===== src/rtl/flag_pkg.sv =====
package flag_pkg;
  typedef enum logic [2:0] {
    OP_ADD  = 3'd0,
    OP_ADDC = 3'd1,
    OP_SUB  = 3'd2,
    OP_SUBB = 3'd3,
    OP_CMP  = 3'd4
  } op_e;

  localparam int BIT_ZERO = 7;
  localparam int BIT_SIGN = 6;
  localparam int BIT_RSVD = 5;
  localparam int BIT_GPHI = 4;
  localparam int BIT_GPLO = 3;
  localparam int BIT_OVF  = 2;
  localparam int BIT_CY   = 1;
  localparam int BIT_EQ   = 0;
  localparam int REG_W    = 8;

  typedef struct packed {
    logic upd;
    logic val;
  } flag_upd_t;
endpackage


===== src/rtl/flag_event_unit.sv =====
module flag_event_unit
  import flag_pkg::*;
#(
  parameter int DATA_W = 16
) (
  input  logic              op_valid,
  input  logic [2:0]        op_code,
  input  logic [DATA_W-1:0] opnd_a,
  input  logic [DATA_W-1:0] opnd_b,
  input  logic              cy_pre_msb,
  input  logic              cy_msb,
  output flag_upd_t         ovf_upd,
  output flag_upd_t         cy_upd,
  output flag_upd_t         eq_upd
);
  logic is_add, is_sub, is_cmp;

  always_comb begin
    is_add = 1'b0;
    is_sub = 1'b0;
    is_cmp = 1'b0;
    if (op_valid) begin
      unique case (op_code)
        OP_ADD, OP_ADDC: is_add = 1'b1;
        OP_SUB, OP_SUBB: is_sub = 1'b1;
        OP_CMP:          is_cmp = 1'b1;
        default: ;
      endcase
    end
  end

  // signed overflow: carry into the sign bit disagrees with carry out of it
  assign ovf_upd.upd = is_add | is_sub;
  assign ovf_upd.val = cy_pre_msb ^ cy_msb;

  // subtraction reports borrow, the complement of the two's-complement carry
  assign cy_upd.upd  = is_add | is_sub;
  assign cy_upd.val  = is_sub ? ~cy_msb : cy_msb;

  assign eq_upd.upd  = is_cmp;
  assign eq_upd.val  = (opnd_a == opnd_b);
endmodule


===== src/rtl/flag_sw_port.sv =====
module flag_sw_port
  import flag_pkg::*;
(
  input  logic             sw_wr_en,
  input  logic [REG_W-1:0] sw_wr_data,
  output logic             gp_we,
  output logic [1:0]       gp_d,
  output flag_upd_t        cy_sw,
  output flag_upd_t        eq_sw
);
  localparam logic [REG_W-1:0] WR_MASK =
    (REG_W'(1) << BIT_GPHI) | (REG_W'(1) << BIT_GPLO) |
    (REG_W'(1) << BIT_CY)   | (REG_W'(1) << BIT_EQ);

  logic [REG_W-1:0] masked;
  assign masked     = sw_wr_data & WR_MASK;
  assign gp_we      = sw_wr_en;
  assign gp_d       = masked[BIT_GPHI:BIT_GPLO];
  assign cy_sw.upd  = sw_wr_en;
  assign cy_sw.val  = masked[BIT_CY];
  assign eq_sw.upd  = sw_wr_en;
  assign eq_sw.val  = masked[BIT_EQ];
endmodule


===== src/rtl/flag_live_mirror.sv =====
module flag_live_mirror #(
  parameter int DATA_W = 16
) (
  input  logic [DATA_W-1:0] acc_value,
  output logic              zero_f,
  output logic              sign_f
);
  assign zero_f = ~|acc_value;
  assign sign_f = acc_value[DATA_W-1];
endmodule


===== src/rtl/alu_flag_reg.sv =====
module alu_flag_reg
  import flag_pkg::*;
#(
  parameter int DATA_W = 16
) (
  input  logic              clk,
  input  logic              rst_n,
  input  logic [DATA_W-1:0] acc_value,
  input  logic              op_valid,
  input  logic [2:0]        op_code,
  input  logic [DATA_W-1:0] opnd_a,
  input  logic [DATA_W-1:0] opnd_b,
  input  logic              cy_pre_msb,
  input  logic              cy_msb,
  input  logic              sw_wr_en,
  input  logic [REG_W-1:0]  sw_wr_data,
  output logic [REG_W-1:0]  flags_rd
);
  flag_upd_t  ovf_hw, cy_hw, eq_hw, cy_sw, eq_sw;
  logic       gp_we;
  logic [1:0] gp_d;
  logic       zero_f, sign_f;

  logic       ovf_q, cy_q, eq_q;
  logic [1:0] gp_q;

  flag_event_unit #(.DATA_W(DATA_W)) u_evt (
    .op_valid   (op_valid),
    .op_code    (op_code),
    .opnd_a     (opnd_a),
    .opnd_b     (opnd_b),
    .cy_pre_msb (cy_pre_msb),
    .cy_msb     (cy_msb),
    .ovf_upd    (ovf_hw),
    .cy_upd     (cy_hw),
    .eq_upd     (eq_hw)
  );

  flag_sw_port u_sw (
    .sw_wr_en   (sw_wr_en),
    .sw_wr_data (sw_wr_data),
    .gp_we      (gp_we),
    .gp_d       (gp_d),
    .cy_sw      (cy_sw),
    .eq_sw      (eq_sw)
  );

  flag_live_mirror #(.DATA_W(DATA_W)) u_live (
    .acc_value (acc_value),
    .zero_f    (zero_f),
    .sign_f    (sign_f)
  );

  // hardware update outranks software on shared bits
  function automatic logic pick(input flag_upd_t hw, input flag_upd_t sw,
                                input logic cur);
    if (hw.upd)      return hw.val;
    else if (sw.upd) return sw.val;
    else             return cur;
  endfunction

  always_ff @(posedge clk) begin
    if (!rst_n) begin
      ovf_q <= 1'b0;
      cy_q  <= 1'b0;
      eq_q  <= 1'b0;
      gp_q  <= '0;
    end else begin
      if (ovf_hw.upd) ovf_q <= ovf_hw.val;
      cy_q <= pick(cy_hw, cy_sw, cy_q);
      eq_q <= pick(eq_hw, eq_sw, eq_q);
      if (gp_we) gp_q <= gp_d;
    end
  end

  always_comb begin
    flags_rd                      = '0;
    flags_rd[BIT_ZERO]            = zero_f;
    flags_rd[BIT_SIGN]            = sign_f;
    flags_rd[BIT_RSVD]            = 1'b0;
    flags_rd[BIT_GPHI:BIT_GPLO]   = gp_q;
    flags_rd[BIT_OVF]             = ovf_q;
    flags_rd[BIT_CY]              = cy_q;
    flags_rd[BIT_EQ]              = eq_q;
  end
endmodule


===== config.mk =====
export PLATFORM = sky130hd
export DESIGN_NAME = alu_flag_reg
export DESIGN_NICKNAME = d
export VERILOG_FILES = /design/src/rtl/flag_pkg.sv /design/src/rtl/flag_event_unit.sv /design/src/rtl/flag_sw_port.sv /design/src/rtl/flag_live_mirror.sv /design/src/rtl/alu_flag_reg.sv
export SDC_FILE = /design/constraint.sdc
export NUM_CORES = 1
export LEC_CHECK = 0
export ABC_AREA = 1
export BUFFER_PORTS_ARGS = -buffer_cell sky130_fd_sc_hd__buf_2
export CORE_MARGIN = 10
export CORE_UTILIZATION = 35
export DETAILED_ROUTE_END_ITERATION = 10
export PLACE_DENSITY = 0.79
export RECOVER_POWER = 25
export SYNTH_ARGS = -nofsm -noshare
export SYNTH_HDL_FRONTEND = slang
export SYNTH_HIERARCHICAL = 1
export SYNTH_SLANG_ARGS = --single-unit

===== constraint.sdc =====
create_clock -name clk -period 0.93 [get_ports clk]
set_input_delay 0 -clock clk [delete_from_list [all_inputs] [get_ports clk]]
set_output_delay 0 -clock clk [all_outputs]
set_load 0.03 [all_outputs]

==> impl_metrics.env <==
export IMPL_path_class="reg -> out"
export IMPL_critPathSlowestCell="dfxtp_1"
export IMPL_fmax_mhz=1300
export IMPL_grt_max_degree=8
export IMPL_ys_ff_latch=5
export IMPL_critPathLaunchType="flip-flop"
export IMPL_ios=73
export IMPL_vias=843
export IMPL_wl_per_cell_microns=9.07
export IMPL_first_pass_iters=4
export IMPL_setup_slack_ns=0.158
export IMPL_syn_nets=201
export IMPL_max_stage_delay_ns=0.33
export IMPL_clock_path_buffers=2
export IMPL_cts_buffers=3
export IMPL_run_status="finished, final reports clean"
export IMPL_yosys_area_top_type_share=0.201
export IMPL_rsz0062_at_grt="false"
export IMPL_critPathCaptureType="output pin"
export IMPL_dpl_worst_slack_ns=0.0807
export IMPL_ant_nets=0
export IMPL_worstPathBufferInverterCount=1
export IMPL_crit_family="flip-flops"
export IMPL_fin_skew_ns=0
export IMPL_critical_path_cell_chain="buf_2"
export IMPL_io_buffers=67
export IMPL_grt_pass1_vias=841
export IMPL_h_tree_depth=1
export IMPL_track_usage=0.0900
export IMPL_nNetsFinal=259
export IMPL_die_h_microns=65.7
export IMPL_routed_wl_microns=2000
export IMPL_p_leak_nw=0.656
export IMPL_syn_area_per_cell_sq_um=5.36
export IMPL_die_width_microns=65.7
export IMPL_critPathRequiredTime_ns=0.93
export IMPL_yosysSeqAreaShare=0.137
export IMPL_yosysWarnings=6
export IMPL_hold_viol=0
export IMPL_vdd_drop_max_mv=0.482
export IMPL_avgViaCountPerCell=3.83
export IMPL_synth_most_common_cell="nand2_1"
export IMPL_synth_flop_cell="dfxtp_1"
export IMPL_drive_gt1_frac=0.358
export IMPL_die_area_sq_um=4310
export IMPL_worstPathMaxFanout=2
export IMPL_clk_pin_slew_ns=0.04
export IMPL_post_route_period_util=0.830
export IMPL_synth_edf_count=0
export IMPL_clock_sinks=5
export IMPL_cts_resized=0
export IMPL_rows=16
export IMPL_timing_setup_tns_ns=0
export IMPL_antenna_found_initial=0
export IMPL_ys_async_sr_fraction=0
export IMPL_antennaDiodeCount=0
export IMPL_cts_tree="done"
export IMPL_dp_hpwl_microns=1880
export IMPL_arrival_ns=0.77
export IMPL_period_needed_ns=0.772
export IMPL_synth_distinct_cells=13
export IMPL_hp_class="in -> reg"
export IMPL_yosys_area_top_type="nand2_1"
export IMPL_synthTopCellsByCount="nand2_1 (39), inv_1 (30), nor2_1 (24)"
export IMPL_synth_area_sq_um=729
export IMPL_drc=0
export IMPL_globalplace_congestion=0.715
export IMPL_overflow=0
export IMPL_start_util=0.372
export IMPL_grt_first_pass_wirelength_microns=3210
export IMPL_synthTopCellsByArea="nand2_1 (20%), buf_4 (16%), inv_1 (15%)"
export IMPL_drv_cap=0
export IMPL_core_sq_um=1960
export IMPL_insertion_delay_ns=0.24
export IMPL_drt_iter0_markers=33
export IMPL_power_density_nw_per_um2=829
export IMPL_setup_violations=0
export IMPL_clockRootBuffer="clkbuf_4"
export IMPL_area_delta_synth_final_pct=40.3
export IMPL_netlist_instances=136
export IMPL_drv_slew=0
path summary, 6_finish.rpt:
kind	end	slack, ns	startpoint	cells after the start
hold / removal	gp_q[1]	0.05	rst_n	3
hold reg to reg	gp_q[1]	0.50	gp_q[1]	2
setup reg to reg	ovf_q	0.28	ovf_q	2
setup / recovery	flags_rd[2]	0.16	ovf_q	1
logic make-up (layout without fill, tap and decap cells):
| group | after synthesis | count (layout) | synth area share |
|---|---|---|---|
| AO/OA/AOI/OAI | 5 | 5 | 0.0343 |
| XOR/XNOR | 13 | 13 | 0.156 |
| AND/OR/NAND/NOR | 66 | 66 | 0.348 |
| other | 1 | 1 | 0.00514 |
| flip-flops | 5 | 5 | 0.137 |
| buffers and inverters | 46 | 103 | 0.319 |
flip-flops by register name, summed over array words and instances (netlist names):
signal / count
gp_q: 2
cy_q: 1
eq_q: 1
ovf_q: 1
cell type report:
| type | instances | area, sq um |
|---|---|---|
| Inverter | 30 | 113 |
| Clock buffer | 4 | 26.3 |
| Multi-Input combinational cell | 85 | 397 |
| Tap cell | 27 | 33.8 |
| Fill cell | 225 | 938 |
| Sequential cell | 5 | 100 |
| Timing Repair Buffer | 69 | 354 |
cells in the final DEF, fill, tap and decap left out, types with 2 or more instances in the layout:
master / count
xnor2_1: 12
clkbuf_1: 2
buf_2: 66
clkbuf_4: 3
inv_1: 30
dlygate4sd3_1: 2
dfxtp_1: 5
nand2_1: 39
o21ai_1: 2
o21ai_0: 3
nor2_1: 24
metrics by stage:
step,cell area (sq um),hold WS [ns],cells,utilization,total power (W)
floorplan,729,0.136,136,-,0.000479
global placement,978,0.226,214,0.499,0.000598
detailed placement,978,0.241,214,0.499,0.000604
CTS,1020,0.0430,220,0.522,0.000868
global route,1020,0.0560,220,0.522,0.000926
finish,1020,0.0496,220,0.522,0.000849
routing by layer:
layer | GRT usage | vias up | part of all wire
met2 | 0.171 | 34 | 0.54
met3 | 0.0390 | 0 | 0.089
met5 | 0 | - | 0
met1 | 0.0790 | 328 | 0.37
li1 | - | 481 | -
met4 | 0.0401 | 0 | 0
power breakdown:
group | switching, W | total (W) | internal (W)
clock network | 0.0000849 | 0.000247 | 0.000162
registers | 0.00000755 | 0.000239 | 0.000232
logic | 0.000177 | 0.000363 | 0.000186
repair_timing:
item,4_1_cts,5_1_grt
hold buffers,2,0
hold endpoints to repair,2,0
buffers inserted,0,0
Power figures use the tool's default switching activity.
